==> config.mk <==
export PLATFORM = sky130hd
export DESIGN_NAME = vpt_ctrl
export DESIGN_NICKNAME = d
export VERILOG_FILES = /design/src/rtl/vpt_pkg.sv /design/src/rtl/vpt_table.sv /design/src/rtl/vpt_search.sv /design/src/rtl/vpt_retry.sv /design/src/rtl/vpt_ctrl.sv
export SDC_FILE = /design/constraint.sdc
export NUM_CORES = 1
export LEC_CHECK = 0
export CORE_MARGIN = 2
export CORE_UTILIZATION = 40
export CTS_CLUSTER_DIAMETER = 200
export DETAILED_ROUTE_END_ITERATION = 10
export GPL_TIMING_DRIVEN = 1
export HOLD_SLACK_MARGIN = 0.1
export PLACE_DENSITY_LB_ADDON = 0.12
export SLEW_MARGIN = 25
export SYNTH_ARGS = -nofsm -noshare
export SYNTH_HDL_FRONTEND = slang
export SYNTH_HIERARCHICAL = 1
export SYNTH_SLANG_ARGS = --single-unit
==> constraint.sdc <==
create_clock -name clk -period 5.4 [get_ports clk]
set_clock_uncertainty 0.05 [all_clocks]
set_input_delay 0.81 -clock clk [delete_from_list [all_inputs] [get_ports clk]]
set_output_delay 0.81 -clock clk [all_outputs]
set_load 0.05 [all_outputs]
==> src/rtl/vpt_pkg.sv <==
package vpt_pkg;

  typedef enum logic [1:0] {ST_IDLE, ST_REQ, ST_WAIT} vpt_state_e;
  typedef enum logic [1:0] {PH_EST, PH_DESC, PH_ASC} vpt_phase_e;

  // coarse move toward the floor, never below it
  function automatic int unsigned vpt_down(int unsigned c, int unsigned s, int unsigned fl);
    return (c >= fl + s) ? c - s : fl;
  endfunction

  // move up by s, never above the top code
  function automatic int unsigned vpt_up(int unsigned c, int unsigned s, int unsigned mx);
    return (c + s >= mx) ? mx : c + s;
  endfunction

  // decoder overflowed: uncorrectable or above its limit
  function automatic logic vpt_exceeds(int unsigned e, int unsigned lim, logic unc);
    return unc || (e > lim);
  endfunction

  // decoder absorbed with room: strictly below the limit
  function automatic logic vpt_absorbs(int unsigned e, int unsigned lim, logic unc);
    return !unc && (e < lim);
  endfunction

endpackage

==> src/rtl/vpt_table.sv <==
module vpt_table #(
  parameter int BLK_W    = 4,
  parameter int CODE_W   = 8,
  parameter int CODE_MAX = 255
) (
  input  logic              clk,
  input  logic              rst_n,
  input  logic              we,
  input  logic [BLK_W-1:0]  wa,
  input  logic [CODE_W-1:0] wd,
  input  logic [BLK_W-1:0]  ra_look,
  output logic [CODE_W-1:0] rd_look,
  input  logic [BLK_W-1:0]  ra_fwd,
  output logic [CODE_W-1:0] rd_fwd
);
  localparam int NBLK = 1 << BLK_W;
  localparam logic [CODE_W-1:0] RST_CODE = CODE_W'(CODE_MAX);

  logic [CODE_W-1:0] ent [NBLK];

  for (genvar g = 0; g < NBLK; g++) begin : g_ent
    always_ff @(posedge clk or negedge rst_n) begin
      if (!rst_n)                         ent[g] <= RST_CODE;
      else if (we && wa == BLK_W'(g))     ent[g] <= wd;
    end
  end

  assign rd_look = ent[ra_look];
  // same-cycle write to the looked-up block wins
  assign rd_fwd  = (we && wa == ra_fwd) ? wd : ent[ra_fwd];
endmodule

==> src/rtl/vpt_search.sv <==
module vpt_search
  import vpt_pkg::*;
#(
  parameter int BLK_W       = 4,
  parameter int CODE_W      = 8,
  parameter int ERR_W       = 8,
  parameter int CODE_MAX    = 255,
  parameter int CODE_FLOOR  = 240,
  parameter int COARSE_STEP = 4
) (
  input  logic              clk,
  input  logic              rst_n,
  input  logic              start,
  input  logic [BLK_W-1:0]  blk,
  input  logic [ERR_W-1:0]  limit,
  input  logic              trial_ready,
  input  logic              res_valid,
  input  logic [ERR_W-1:0]  res_err,
  input  logic              res_uncorr,
  output logic              trial_valid,
  output logic [CODE_W-1:0] code,
  output logic              busy,
  output logic              done,
  output logic [CODE_W-1:0] done_code,
  output logic [ERR_W-1:0]  margin,
  output logic              we,
  output logic [BLK_W-1:0]  wa,
  output logic [CODE_W-1:0] wd,
  output logic [BLK_W-1:0]  cur_blk,
  output logic              coarse_ev,
  output logic              fine_ev
);
  localparam logic [CODE_W-1:0] TOP_C = CODE_W'(CODE_MAX);
  localparam logic [CODE_W-1:0] FLR_C = CODE_W'(CODE_FLOOR);

  vpt_state_e st;
  vpt_phase_e ph;

  logic              take;
  logic              over, under;
  logic              fin;
  logic [CODE_W-1:0] fin_code, nxt_code, down_c, up_c;
  vpt_phase_e        nxt_ph;

  assign take   = (st == ST_WAIT) && res_valid;
  assign over   = vpt_exceeds(32'(res_err), 32'(limit), res_uncorr);
  assign under  = vpt_absorbs(32'(res_err), 32'(limit), res_uncorr);
  assign down_c = CODE_W'(vpt_down(32'(code), COARSE_STEP, CODE_FLOOR));
  assign up_c   = CODE_W'(vpt_up(32'(code), 1, CODE_MAX));

  always_comb begin
    fin       = 1'b0;
    fin_code  = code;
    nxt_code  = code;
    nxt_ph    = ph;
    coarse_ev = 1'b0;
    fine_ev   = 1'b0;
    if (take) begin
      unique case (ph)
        PH_EST: begin
          if (over) begin
            fin = 1'b1; fin_code = TOP_C;
          end else if (code <= FLR_C) begin
            fin = 1'b1; fin_code = code;
          end else begin
            nxt_code = down_c; nxt_ph = PH_DESC; coarse_ev = 1'b1;
          end
        end
        PH_DESC: begin
          if (over || (code == FLR_C && !under)) begin
            if (code == TOP_C) begin
              fin = 1'b1; fin_code = TOP_C;
            end else begin
              nxt_code = up_c; nxt_ph = PH_ASC; fine_ev = 1'b1;
            end
          end else if (code == FLR_C) begin
            fin = 1'b1; fin_code = code;
          end else begin
            nxt_code = down_c; coarse_ev = 1'b1;
          end
        end
        default: begin
          if (under) begin
            fin = 1'b1; fin_code = code;
          end else if (code == TOP_C) begin
            fin = 1'b1; fin_code = TOP_C;
          end else begin
            nxt_code = up_c; fine_ev = 1'b1;
          end
        end
      endcase
    end
  end

  always_ff @(posedge clk or negedge rst_n) begin
    if (!rst_n) begin
      st        <= ST_IDLE;
      ph        <= PH_EST;
      code      <= TOP_C;
      cur_blk   <= '0;
      done      <= 1'b0;
      done_code <= TOP_C;
      margin    <= '0;
    end else begin
      done <= 1'b0;
      unique case (st)
        ST_IDLE: if (start) begin
          cur_blk <= blk;
          code    <= TOP_C;
          ph      <= PH_EST;
          st      <= ST_REQ;
        end
        ST_REQ: if (trial_ready) st <= ST_WAIT;
        default: if (take) begin
          if (ph == PH_EST && !over) margin <= limit - res_err;
          if (fin) begin
            done      <= 1'b1;
            done_code <= fin_code;
            code      <= fin_code;
            st        <= ST_IDLE;
          end else begin
            code <= nxt_code;
            ph   <= nxt_ph;
            st   <= ST_REQ;
          end
        end
      endcase
    end
  end

  assign trial_valid = (st == ST_REQ);
  assign busy        = (st != ST_IDLE);
  assign we          = fin;
  assign wa          = cur_blk;
  assign wd          = fin_code;
endmodule

==> src/rtl/vpt_retry.sv <==
module vpt_retry
  import vpt_pkg::*;
#(
  parameter int CODE_W      = 8,
  parameter int CODE_MAX    = 255,
  parameter int COARSE_STEP = 4
) (
  input  logic              clk,
  input  logic              rst_n,
  input  logic              fail_in,
  input  logic [CODE_W-1:0] base_code,
  output logic              retry_valid,
  output logic [CODE_W-1:0] retry_code
);
  always_ff @(posedge clk or negedge rst_n) begin
    if (!rst_n) begin
      retry_valid <= 1'b0;
      retry_code  <= CODE_W'(CODE_MAX);
    end else begin
      retry_valid <= fail_in;
      if (fail_in)
        retry_code <= CODE_W'(vpt_up(32'(base_code), COARSE_STEP, CODE_MAX));
    end
  end
endmodule

==> src/rtl/vpt_ctrl.sv <==
module vpt_ctrl #(
  parameter int BLK_W       = 4,
  parameter int CODE_W      = 8,
  parameter int ERR_W       = 8,
  parameter int CODE_MAX    = 255,
  parameter int CODE_FLOOR  = 240,
  parameter int COARSE_STEP = 4
) (
  input  logic              clk,
  input  logic              rst_n,
  input  logic              tune_start,
  input  logic [BLK_W-1:0]  tune_blk,
  input  logic [ERR_W-1:0]  ecc_limit,
  output logic              trial_valid,
  input  logic              trial_ready,
  output logic [CODE_W-1:0] vcode,
  input  logic              res_valid,
  input  logic [ERR_W-1:0]  res_err,
  input  logic              res_uncorr,
  output logic [ERR_W-1:0]  est_margin,
  output logic              busy,
  output logic              done,
  output logic [CODE_W-1:0] done_code,
  input  logic              rd_uncorr,
  input  logic [BLK_W-1:0]  rd_blk,
  output logic              retry_valid,
  output logic [CODE_W-1:0] retry_code,
  input  logic [BLK_W-1:0]  tbl_rd_blk,
  output logic [CODE_W-1:0] tbl_rd_code
);
  // named internal events, visible to the bound checker
  logic              tbl_we;
  logic [BLK_W-1:0]  tbl_wa;
  logic [CODE_W-1:0] tbl_wd;
  logic [BLK_W-1:0]  cur_blk;
  logic              coarse_ev, fine_ev;
  logic [CODE_W-1:0] fwd_code;

  vpt_search #(
    .BLK_W(BLK_W), .CODE_W(CODE_W), .ERR_W(ERR_W), .CODE_MAX(CODE_MAX),
    .CODE_FLOOR(CODE_FLOOR), .COARSE_STEP(COARSE_STEP)
  ) u_search (
    .clk(clk), .rst_n(rst_n), .start(tune_start), .blk(tune_blk),
    .limit(ecc_limit), .trial_ready(trial_ready), .res_valid(res_valid),
    .res_err(res_err), .res_uncorr(res_uncorr), .trial_valid(trial_valid),
    .code(vcode), .busy(busy), .done(done), .done_code(done_code),
    .margin(est_margin), .we(tbl_we), .wa(tbl_wa), .wd(tbl_wd),
    .cur_blk(cur_blk), .coarse_ev(coarse_ev), .fine_ev(fine_ev)
  );

  vpt_table #(
    .BLK_W(BLK_W), .CODE_W(CODE_W), .CODE_MAX(CODE_MAX)
  ) u_table (
    .clk(clk), .rst_n(rst_n), .we(tbl_we), .wa(tbl_wa), .wd(tbl_wd),
    .ra_look(tbl_rd_blk), .rd_look(tbl_rd_code),
    .ra_fwd(rd_blk), .rd_fwd(fwd_code)
  );

  vpt_retry #(
    .CODE_W(CODE_W), .CODE_MAX(CODE_MAX), .COARSE_STEP(COARSE_STEP)
  ) u_retry (
    .clk(clk), .rst_n(rst_n), .fail_in(rd_uncorr), .base_code(fwd_code),
    .retry_valid(retry_valid), .retry_code(retry_code)
  );
endmodule

Word level (Yosys, flattened, before mapping)
Index checks and enable logic that the tools add are counted.
{"block": "word_totals", "register_bits": 170, "latchBits": 0, "ram_bits": 0, "mem_bits_ro": 0, "in_bits": 35, "word_cells": 165, "memories": 0}
{"block": "classes", "add_sub_neg": 4, "multipliers": 0, "n_div": 0, "magnitude_cmp": 8, "n_eq_ne": 32, "n_shift": 0, "n_mux": 52, "bitwise": 4, "reduce_logical": 40}
{"cell": "8-bit 2-to-1 mux", "n": 22}
{"cell": "8-bit binary-select mux with 4-bit select", "n": 2}
{"cell": "8-bit case mux with 2 select lines", "n": 3}
{"cell": "4-bit == test, second input constant", "n": 8}
{"cell": "1-bit logical AND", "n": 21}
{"cell": "2-bit 2-to-1 mux", "n": 10}
{"cell": "9-bit by 8-bit >= comparator with 1-bit output, second input constant", "n": 2}
{"cell": "4-bit by 3-bit == test with 1-bit output, second input constant", "n": 4}
{"cell": "8-bit == test, second input constant", "n": 2}
{"cell": "2-bit case mux with 2 select lines", "n": 3}
{"cell": "1-bit 2-to-1 mux", "n": 11}
{"cell": "5-bit >= comparator, second input constant", "n": 2}
{"cell": "5-bit by 4-bit != test with 1-bit output, second input constant", "n": 2}
{"cell": "4-bit inverter with 5-bit output", "n": 2}
{"cell": "8-bit by 1-bit adder with 9-bit output, second input constant", "n": 1}
{"cell": "8-bit by 3-bit adder with 9-bit output, second input constant", "n": 1}
{"cell": "3-bit != test, second input constant", "n": 3}
{"cell": "3-bit AND reduction", "n": 3}
{"cell": "9-bit AND reduction", "n": 1}
{"cell": "4-bit by 2-bit == test with 1-bit output, second input constant", "n": 2}
{"cell": "8-bit >= comparator, second input constant", "n": 1}
{"cell": "8-bit > comparator", "n": 1}
{"cell": "8-bit <= comparator, second input constant", "n": 1}
{"cell": "8-bit less-than comparator", "n": 1}
{"cell": "other kinds (21)", "n": 31}

Logic depth before layout (Yosys ltp)
Gate-level depths: netlist of the first run.
{"block": "depth", "word_depth": 13, "ltp_mapped": 17, "depth_no_buf": 17}

Hierarchy
The synthesis of the first run kept the hierarchy.
{"module": "vpt_table", "instances": 1, "cells_each": 424, "area_each_um2": 7265.7, "seq_area_each_um2": 3363.2}
{"module": "vpt_search", "instances": 1, "cells_each": 255, "area_each_um2": 2453.6, "seq_area_each_um2": 845.8}
{"module": "vpt_retry", "instances": 1, "cells_each": 40, "area_each_um2": 442.9, "seq_area_each_um2": 235.2}

Least setup slack after synthesis of the first run
No wires, ideal clock.
{"block": "synth_path", "path_type": "input -> register", "startpoint": "input ecc_limit[0]", "endpoint": "register u_retry.retry_code[2]", "arrival_ns": 4.337, "required_ns": 5.273, "slack_ns": 0.935, "stages": 16, "path_cell_list": "inv_1 ha_1 fa_1 nand2b_1 a211o_4 a211oi_2 o32a_4 nor2_8 nor2_8 nand2_1 nor4_4 mux2_2 ha_1 xor2_1 o2111ai_1 a31oi_1"}
{"block": "synth_via", "elab_chain_cells": 13, "elab_cells_between_ends": 22, "classes_between": "add/sub: 1; order compare: 3; mux: 12; reduce/logical: 6"}
{"element": "start: declaration", "line": "vpt_ctrl.sv:13", "source": "input logic [ERR_W-1:0] ecc_limit,"}
{"element": "8-bit less-than comparator", "line": "vpt_pkg.sv:23", "source": "return !unc && (e < lim);"}
{"element": "1-bit logical AND", "line": "vpt_pkg.sv:23"}
{"element": "1-bit zero test", "line": "vpt_search.sv:70", "source": "if (over || (code == FLR_C && !under)) begin"}
{"element": "1-bit logical AND", "line": "vpt_search.sv:70"}
{"element": "1-bit logical OR", "line": "vpt_search.sv:70"}
{"element": "1-bit 2-to-1 mux", "line": "vpt_search.sv:70"}
{"element": "1-bit case mux with 2 select lines (*)", "line": "vpt_search.sv:59", "source": "unique case (ph)"}
{"element": "1-bit 2-to-1 mux (*)", "line": "vpt_search.sv:58", "source": "if (take) begin"}
{"element": "named net tbl_we", "line": "vpt_ctrl.sv:32", "source": "logic tbl_we;"}
{"element": "1-bit logical AND (*)", "line": "vpt_table.sv:30", "source": "assign rd_fwd = (we && wa == ra_fwd) ? wd : ent[ra_fwd];"}
{"element": "8-bit 2-to-1 mux (*)", "line": "vpt_table.sv:30"}
{"element": "named net fwd_code[2]", "line": "vpt_ctrl.sv:37", "source": "logic [CODE_W-1:0] fwd_code;"}
{"element": "8-bit by 3-bit adder with 9-bit output (*)", "line": "vpt_pkg.sv:13", "source": "return (c + s >= mx) ? mx : c + s;"}
{"element": "9-bit by 8-bit >= comparator with 1-bit output", "line": "vpt_pkg.sv:13"}
{"element": "8-bit 2-to-1 mux (*)", "line": "vpt_pkg.sv:13"}
{"element": "end signal: assignment", "line": "vpt_retry.sv:18", "source": "retry_code <= CODE_W'(CODE_MAX);"}
{"element": "end signal: assignment", "line": "vpt_retry.sv:22", "source": "retry_code <= CODE_W'(vpt_up(32'(base_code), COARSE_STEP, CODE_MAX));"}
{"element": "end: declaration", "line": "vpt_retry.sv:13", "source": "output logic [CODE_W-1:0] retry_code"}
Mark *: on every way through the listed nets, which the timed path passes. The rest lies on a longest branch.
A chain may end at the register's enable or synchronous reset.

Worst setup path after layout of the first run
{"block": "layout_path", "startpoint": "input ecc_limit[0]", "endpoint": "register u_retry.retry_code[3]"}
Same word-level chain as after synthesis.

==> out/results.ini, run 1 <==
[run_status]
status = complete, no violations

[timing]
clock.fmax_mhz = 214.7
rsz0062_at_grt = no
setup-violations-final = 0
final_hold_viol_count = 0
hold_slack_ps = 260.4
slew_headroom_pct = 40.67
period_minus_slack_ps = 4657
fin_crit_sh_pct = 86.24
worst_pin_slew_ps = 889.9
maxSlewViolCount = 0
finalSetupTns_ps = 0
fin_ws_ps = 743.3

[critical_path]
r2r_cells = 13
reg2reg_to = u_retry/retry_code[3]$_DFFE_PN1P_
crit_type = in2reg
arrival_ps = 4950
r2r_start = u_search/code[0]$_DFFE_PN1P_
cp_data_required_time_ps = 5700
slowest_stage = clkdlybuf4s50_1
end_kind = flip-flop
path_cells = clkdlybuf4s50_1, inv_1, ha_1, fa_1, nand2b_1, a211o_4, a211oi_2, o32a_4, nor2_8, nor2_8, nand2_1, nor4_4, mux2_2, ha_1, xor2_1, o2111ai_1, a31oi_1
start_kind = primary input
path_buf_inv = 2
cpPeakStageDelay_ps = 460
rrSetupSlack_ps = 1530
cpLargestDelayFamily = compound AO/OA/AOI/OAI gates
crit_fanout = 6

[clock_network]
cts_setup_buffers = 0
root_buffer = clkbuf_16
cts_resized = 0
clock_latency_ps = 430
cts_tree = built
htreeDepth = 4
clockBufferDepth = 2
hold_buffers = 0
numCtsBuffers = 17
cts.clk_slew.worst_paths_ps = 70
clock_sinks = 170

[floorplan]
die_h_microns = 163.2
pin_count = 79
rows = 58
start_util_pct = 40.49
dieArea_sq_um = 26630
chipWidth_microns = 163.2
core_area_sq_um = 25040

[grt]
grt_pass1_wl_microns = 42190
track_usage_pct = 21.39
grt_pass1_vias = 6819
overflow = 0
grt_max_degree = 71
antenna_found_initial = 2

[cells_and_area]
layout.nets = 852
design_area_sq_um = 11960
layout-drive-gt1-share_pct = 52.46
stdcell_count = 1142
area_growth_pct = 17.93
seq_area_sq_um = 4444
antenna_cells = 0
multi_input_area_sq_um = 5338
nFillCells = 2207
fin_util_pct = 47.75

[placed_design]
numPortBuffers = 78
hpwl_microns = 19090
postPlaceCellArea_sq_um = 11290
place_ws_ps = 359.5
gp_congestion = 0.8945
placed_cells = 1110

[yosys]
yosysWarnings = 6
syn_inst = 715
syn_area_per_cell_sq_um = 14.18
synth_area_sq_um = 10140
synth_nets = 768

[routing]
totalWireLength_microns = 27580
drc = 0
drt_iter0_markers = 476
antenna_left = 0
dr.pass1.iters = 5
vias_per_cell = 5.811
wire_per_inst_microns = 24.15
dr_total_vias = 6636

[power_and_ir_drop]
finalPower_mw = 6.135
power_density_nw_per_um2 = 513.1
peakVddDrop_mv = 0.3862
p_leak_nw = 4.985

[job]
maxCapViolations = 0

[hold_path]
hold_class = in2async

## area by class of cell
class / count / share of cell area (%)
sequential: 170 / 37.17
clock inverter: 11 / 1.591
inverter: 21 / 0.6593
clock buffer: 21 / 3.946
tap: 330 / 3.454
multi-input combinational: 478 / 44.65
timing repair buffer: 111 / 8.530
## worst max-delay path by stage
| stage | to | cells past startpoint | start |
|---|---|---|---|
| 2_1_floorplan | u_retry/retry_code[2]$_DFFE_PN1P_ | 16 | ecc_limit[0] |
| 3_3_place_gp | u_retry/retry_code[3]$_DFFE_PN1P_ | 17 | ecc_limit[0] |
| 3_5_place_dp | u_retry/retry_code[3]$_DFFE_PN1P_ | 17 | ecc_limit[0] |
| 4_1_cts | u_retry/retry_code[3]$_DFFE_PN1P_ | 17 | ecc_limit[0] |
| 5_1_grt | u_retry/retry_code[3]$_DFFE_PN1P_ | 17 | ecc_limit[0] |
| 6_report | u_retry/retry_code[3]$_DFFE_PN1P_ | 17 | ecc_limit[0] |
## where the power goes
group	internal (mW)	leakage [nW]	switching (mW)
Combinational	1.13	2.86	1.29
Sequential	1.96	1.81	0.372
Clock	0.862	0.323	0.514
Total	3.95	4.98	2.18
## cell usage in the layout (no fill, tap or decap), drive strengths merged, types with 3 or more instances in the layout
cell           count
a21o               4
a21oi             16
a31oi              4
and3               6
buf               36
bufinv             5
clkbuf            21
clkdlybuf4s50     75
clkinv             4
dfrtp             18
dfstp            152
ha                17
inv               22
mux2             150
mux2i             26
mux4              72
nand2             32
nand2b            13
nand3             12
nand3b             4
nand4              7
nor2              34
nor4               3
o21a               3
o21ai             17
o22a               6
or3                6
xnor2              9
xor2               7
## worst reg2reg max path, cell delays in order (launching register included)
cell       delay [ps]
dfstp_2           590
ha_1              340
nand2_1           130
nor2_1            430
o32a_4            310
nor2_8             60
nor2_8            100
nand2_1           100
nor4_4            400
mux2_2            470
ha_1              250
xor2_1            220
o2111ai_1         160
a31oi_1           210
## sequential cells by signal, summed over array words and instances, names as in the netlist
signal	count
u_retry/retry_code	8
u_retry/retry_valid	1
u_search/code	8
u_search/cur_blk	4
u_search/done	1
u_search/done_code	8
u_search/margin	8
u_search/ph	2
u_search/st	2
u_table/ent	128
## routing by layer
metal | share of wire (%) | track usage [%]
met4 | 0.94 | 4.465
met5 | 0.047 | 0
met2 | 47 | 33.74
met1 | 46 | 30.86
met3 | 5.4 | 4.088
No activity file was read; power rests on OpenSTA's default activity.
==> inputs of run 2 (changes only) <==
--- a/config.mk
+++ b/config.mk
@@ -7,12 +7,13 @@
 export LEC_CHECK = 0
 export CORE_MARGIN = 2
 export CORE_UTILIZATION = 40
+export CTS_BUF_LIST = sky130_fd_sc_hd__clkbuf_16
 export CTS_CLUSTER_DIAMETER = 200
 export DETAILED_ROUTE_END_ITERATION = 10
 export GPL_TIMING_DRIVEN = 1
 export HOLD_SLACK_MARGIN = 0.1
 export PLACE_DENSITY_LB_ADDON = 0.12
-export SLEW_MARGIN = 25
+export SLEW_MARGIN = 20
 export SYNTH_ARGS = -nofsm -noshare
 export SYNTH_HDL_FRONTEND = slang
 export SYNTH_HIERARCHICAL = 1
==> run 2 against run 1 <==
  * Register-to-register slack about the same
  * Worst hold slack about the same
  * Sequential power about the same
  * Power decreased by 0.31%
  * Global-route usage unchanged
  * Flip-flop and latch count unchanged
  * Count of clock-buffer cells in the layout decreased by 3
  * First-iteration DRC count increased by 0.21%
  * Critical endpoint unchanged
  * Highest routed layer unchanged
  * Critical path depth unchanged
  * Sequential share of layout area about the same
==> out/results.ini, run 2 (synthesis results as in run 1) <==
[floorplan]
dieArea_sq_um = 26630
pin_count = 79
core_area_sq_um = 25040
start_util_pct = 40.49
rows = 58
chipWidth_microns = 163.2
die_h_microns = 163.2

[clock_network]
hold_buffers = 0
cts_setup_buffers = 0
clock_sinks = 170
clockBufferDepth = 2
cts.clk_slew.worst_paths_ps = 70
clock_latency_ps = 430
root_buffer = clkbuf_16
numCtsBuffers = 17
htreeDepth = 4
cts_resized = 0
cts_tree = built

[grt]
grt_max_degree = 71
track_usage_pct = 21.39
grt_pass1_wl_microns = 42190
grt_pass1_vias = 6819
overflow = 0
antenna_found_initial = 2

[routing]
vias_per_cell = 5.821
dr.pass1.iters = 5
totalWireLength_microns = 27580
drt_iter0_markers = 477
antenna_left = 0
drc = 0
dr_total_vias = 6648
wire_per_inst_microns = 24.15

[timing]
fin_ws_ps = 742.3
period_minus_slack_ps = 4658
maxSlewViolCount = 0
finalSetupTns_ps = 0
final_hold_viol_count = 0
rsz0062_at_grt = no
slew_headroom_pct = 40.32
setup-violations-final = 0
worst_pin_slew_ps = 895.2
clock.fmax_mhz = 214.7
fin_crit_sh_pct = 86.25

[placed_design]
numPortBuffers = 78
placed_cells = 1110
place_ws_ps = 359.5
hpwl_microns = 19090
gp_congestion = 0.8945

[power_and_ir_drop]
p_sw_mw = 2.179
peakVddDrop_mv = 0.3862
p_int_mw = 3.936
p_clk_share_pct = 22.2
power_frac_seq_pct = 38.2
switching_share_pct = 35.64
finalPower_mw = 6.115
power_frac_comb_pct = 39.6
p_leak_nw = 4.987
power_density_nw_per_um2 = 512.0

[cells_and_area]
layout-drive-gt1-share_pct = 52.34
regMostFlops = u_table/ent
area_growth_pct = 17.84
layout.nets = 852
mostFrequentLayoutCell = dfstp_2
stdcell_count = 1142
fin_util_pct = 47.71
final_cell_mix = 152 x dfstp_2, 141 x mux2_2, 75 x clkdlybuf4s50_1
antenna_cells = 0
largest_reg_flops = 128

[critical_path]
crit_fanout = 6
crit_type = in2reg
arrival_ps = 4960
cp_data_required_time_ps = 5700
end_kind = flip-flop
start_kind = primary input
crit_start = ecc_limit[0]
r2r_start = u_search/code[0]$_DFFE_PN1P_

[job]
maxCapViolations = 0

[hold_path]
hold_class = in2async

[run_status]
status = complete, no violations

==> run 2: critical path, cell delays in order <==
cell	delay, ps
clkdlybuf4s50_1	460
inv_1	40
ha_1	200
fa_1	400
nand2b_1	190
a211o_4	370
a211oi_2	270
o32a_4	270
nor2_8	50
nor2_8	100
nand2_1	100
nor4_4	400
mux2_2	460
ha_1	250
xor2_1	220
o2111ai_1	160
a31oi_1	210
==> run 2: routing by layer <==
layer  global-route usage, %  share of wire (%)  vias to the layer above
li1                        -                  -                     2900
met1                   30.86                 46                     3511
met2                   33.74                 47                      212
met3                   4.088                5.9                       23
met4                   4.465                1.0                        2
met5                       0              0.047                        -
==> run 2: final cells by class <==
| class | count | area, sq um |
|---|---|---|
| tap | 330 | 412.9 |
| fill | 2206 | 13090 |
| sequential | 170 | 4444 |
| multi-input combinational | 478 | 5338 |
| clock inverter | 14 | 201.4 |
| clock buffer | 18 | 450.4 |
| inverter | 21 | 78.83 |
| timing repair buffer | 111 | 1020 |
==> run 2: final timing paths <==
kind	endpoint	slack, ps	cells after the start
max	u_retry/retry_code[3]$_DFFE_PN1P_	740	17
min	u_search/margin[1]$_DFFE_PN0P_	260	1
max reg2reg	u_retry/retry_code[3]$_DFFE_PN1P_	1520	13
min reg2reg	u_retry/retry_code[2]$_DFFE_PN1P_	440	2
max in group asynchronous	u_table/ent[19]$_DFFE_PN1P_	3850	2
min in group clk	u_retry/retry_code[2]$_DFFE_PN1P_	440	2
==> run 2: power by group through the flow <==
stage                     Combinational, mW  Clock, mW  Sequential (mW)
after floorplan                        1.58          0             2.45
after global placement                 2.38          0             2.32
after detailed placement               2.41          0             2.34
after CTS                              2.42       1.40             2.33
after global routing                   2.58       1.45             2.40
final                                  2.42       1.36             2.33
==> run 2: through the flow <==
step                instance area, sq um  hold slack [ps]
floorplan                          10140            430.7
global placement                   11290            414.4
detailed placement                 11290            431.3
CTS                                11950            271.8
global route                       11950            280.0
finish                             11950            260.7
==> inputs of run 3 (changes only) <==
--- a/config.mk
+++ b/config.mk
@@ -5,6 +5,7 @@
 export SDC_FILE = /design/constraint.sdc
 export NUM_CORES = 1
 export LEC_CHECK = 0
+export ABC_AREA = 1
 export CORE_MARGIN = 2
 export CORE_UTILIZATION = 40
 export CTS_BUF_LIST = sky130_fd_sc_hd__clkbuf_16
@@ -12,7 +13,7 @@
 export DETAILED_ROUTE_END_ITERATION = 10
 export GPL_TIMING_DRIVEN = 1
 export HOLD_SLACK_MARGIN = 0.1
-export PLACE_DENSITY_LB_ADDON = 0.12
+export PLACE_DENSITY_LB_ADDON = 0.15
 export SLEW_MARGIN = 20
 export SYNTH_ARGS = -nofsm -noshare
 export SYNTH_HDL_FRONTEND = slang
==> run 3 against run 2 <==
  * Register-to-register slack better by 150 ps
  * Worst hold slack improved by 68 ps
  * Setup slack better by 340 ps
  * Global-route usage is 1.8 points higher
  * Utilization is 1.1 points lower
  * Flip-flop and latch count unchanged
==> out/results.ini, run 3 <==
[job]
maxCapViolations = 0

[placed_design]
postPlaceCellArea_sq_um = 11860
numPortBuffers = 78
placed_cells = 1915
hpwl_microns = 21500
place_ws_ps = 664.5
gp_congestion = 0.8804

[routing]
dr_total_vias = 10250
dr.pass1.iters = 5
drt_iter0_markers = 754
vias_per_cell = 5.265
totalWireLength_microns = 32510
wire_per_inst_microns = 16.70
drc = 0
antenna_left = 0

[floorplan]
start_util_pct = 40.51
pin_count = 79
chipWidth_microns = 169.0
die_h_microns = 169.0
core_area_sq_um = 26880
rows = 60
dieArea_sq_um = 28560

[cells_and_area]
final_cell_mix = 474 x nand2_1, 194 x inv_1, 183 x nand3_1
design_area_sq_um = 12520
mostFrequentLayoutCell = nand2_1
layout-drive-gt1-share_pct = 16.13
area_growth_pct = 14.98
fin_util_pct = 46.58
antenna_cells = 0
largest_reg_flops = 128
stdcell_count = 1947
regMostFlops = u_table/ent
layout.nets = 1646

[yosys]
synth_area_sq_um = 10890
syn_inst = 1566
yosysWarnings = 6
synth_nets = 1619
syn_area_per_cell_sq_um = 6.953

[timing]
setup-violations-final = 0
finalSetupTns_ps = 0
rsz0062_at_grt = no
period_minus_slack_ps = 4322
fin_ws_ps = 1078
fin_crit_sh_pct = 80.04
clock.fmax_mhz = 231.4
final_hold_viol_count = 0
slew_headroom_pct = 39.49
maxSlewViolCount = 0
hold_slack_ps = 329.1
worst_pin_slew_ps = 907.6

[clock_network]
root_buffer = clkbuf_16
htreeDepth = 4
cts_setup_buffers = 0
cts_tree = built
clock_sinks = 170
clockBufferDepth = 2
cts.clk_slew.worst_paths_ps = 70
hold_buffers = 0
clock_latency_ps = 440
cts_resized = 0
numCtsBuffers = 17

[critical_path]
crit_type = in2reg
rrSetupSlack_ps = 1670
r2r_start = u_search/code[2]$_DFFE_PN1P_
reg2reg_to = u_retry/retry_code[1]$_DFFE_PN1P_
end_kind = flip-flop
start_kind = primary input
arrival_ps = 4650
cp_data_required_time_ps = 5730
crit_start = ecc_limit[0]
crit_fanout = 9
r2r_cells = 24

[power_and_ir_drop]
power_frac_seq_pct = 36.4
p_clk_share_pct = 22.0
p_sw_mw = 2.713
p_int_mw = 3.698
power_frac_comb_pct = 41.7
power_density_nw_per_um2 = 512.1
switching_share_pct = 42.32
finalPower_mw = 6.411
peakVddDrop_mv = 0.3197
p_leak_nw = 5.694

[grt]
overflow = 0
grt_pass1_vias = 9896
grt_max_degree = 111
track_usage_pct = 23.21
grt_pass1_wl_microns = 52270
antenna_found_initial = 0

[run_status]
status = complete, no violations

[hold_path]
hold_class = in2async

run 3: worst max-delay path by stage:
stage / slack (ps) / to
finish: 1080 / u_retry/retry_code[1]$_DFFE_PN1P_
global route: 700 / u_retry/retry_code[1]$_DFFE_PN1P_
CTS: 1110 / u_retry/retry_code[1]$_DFFE_PN1P_
detailed placement: 660 / u_retry/retry_code[1]$_DFFE_PN1P_
global placement: 750 / u_retry/retry_code[0]$_DFFE_PN1P_
floorplan: 1380 / u_retry/retry_code[2]$_DFFE_PN1P_
run 3: final cells by class:
class,count,area (sq um)
fillers,2741,14360
multi-input cells,1106,5301
flip-flops and latches,170,4444
repair buffers,96,929.6
inverters,202,758.2
well taps,341,426.7
clock buffers,17,425.4
clock inverters,15,234.0
run 3: routing by layer:
layer  GRT usage [%]  wire (microns)  vias to the layer above
met3           3.460            1642                       48
met4           8.175             789                        0
met2           38.88           15290                      288
met5               0               0                        -
li1                -               -                     5070
met1           30.67           14800                     4845
run 3: power groups by stage:
stage	clock, mW	combinational [mW]	sequential [mW]
global placement	0	2.64	2.34
detailed placement	0	2.67	2.34
global route	1.49	3.00	2.40
CTS	1.44	2.68	2.33
floorplan	0	1.67	2.60
finish	1.41	2.67	2.33
run 3: critical path, cell delays in order:
cell and delay [ps]:
clkdlybuf4s50_1 450, inv_1 40, ha_1 200, fa_1 400, inv_1 70, nand2_1 40
nand2_1 90, nand3_2 70, nand2_2 130, nand3_2 140, nand3_2 100, nand2_2 80
nor2_4 80, o21ai_0 100, a21oi_2 360, nand3_2 220, nand2_1 130, nand2_1 140
ha_1 270, nand2_1 120, inv_2 40, nand2_2 70, nand2_1 70, nor2_2 90
nand3_2 120, nand3_1 90, nand2_1 50, inv_1 60
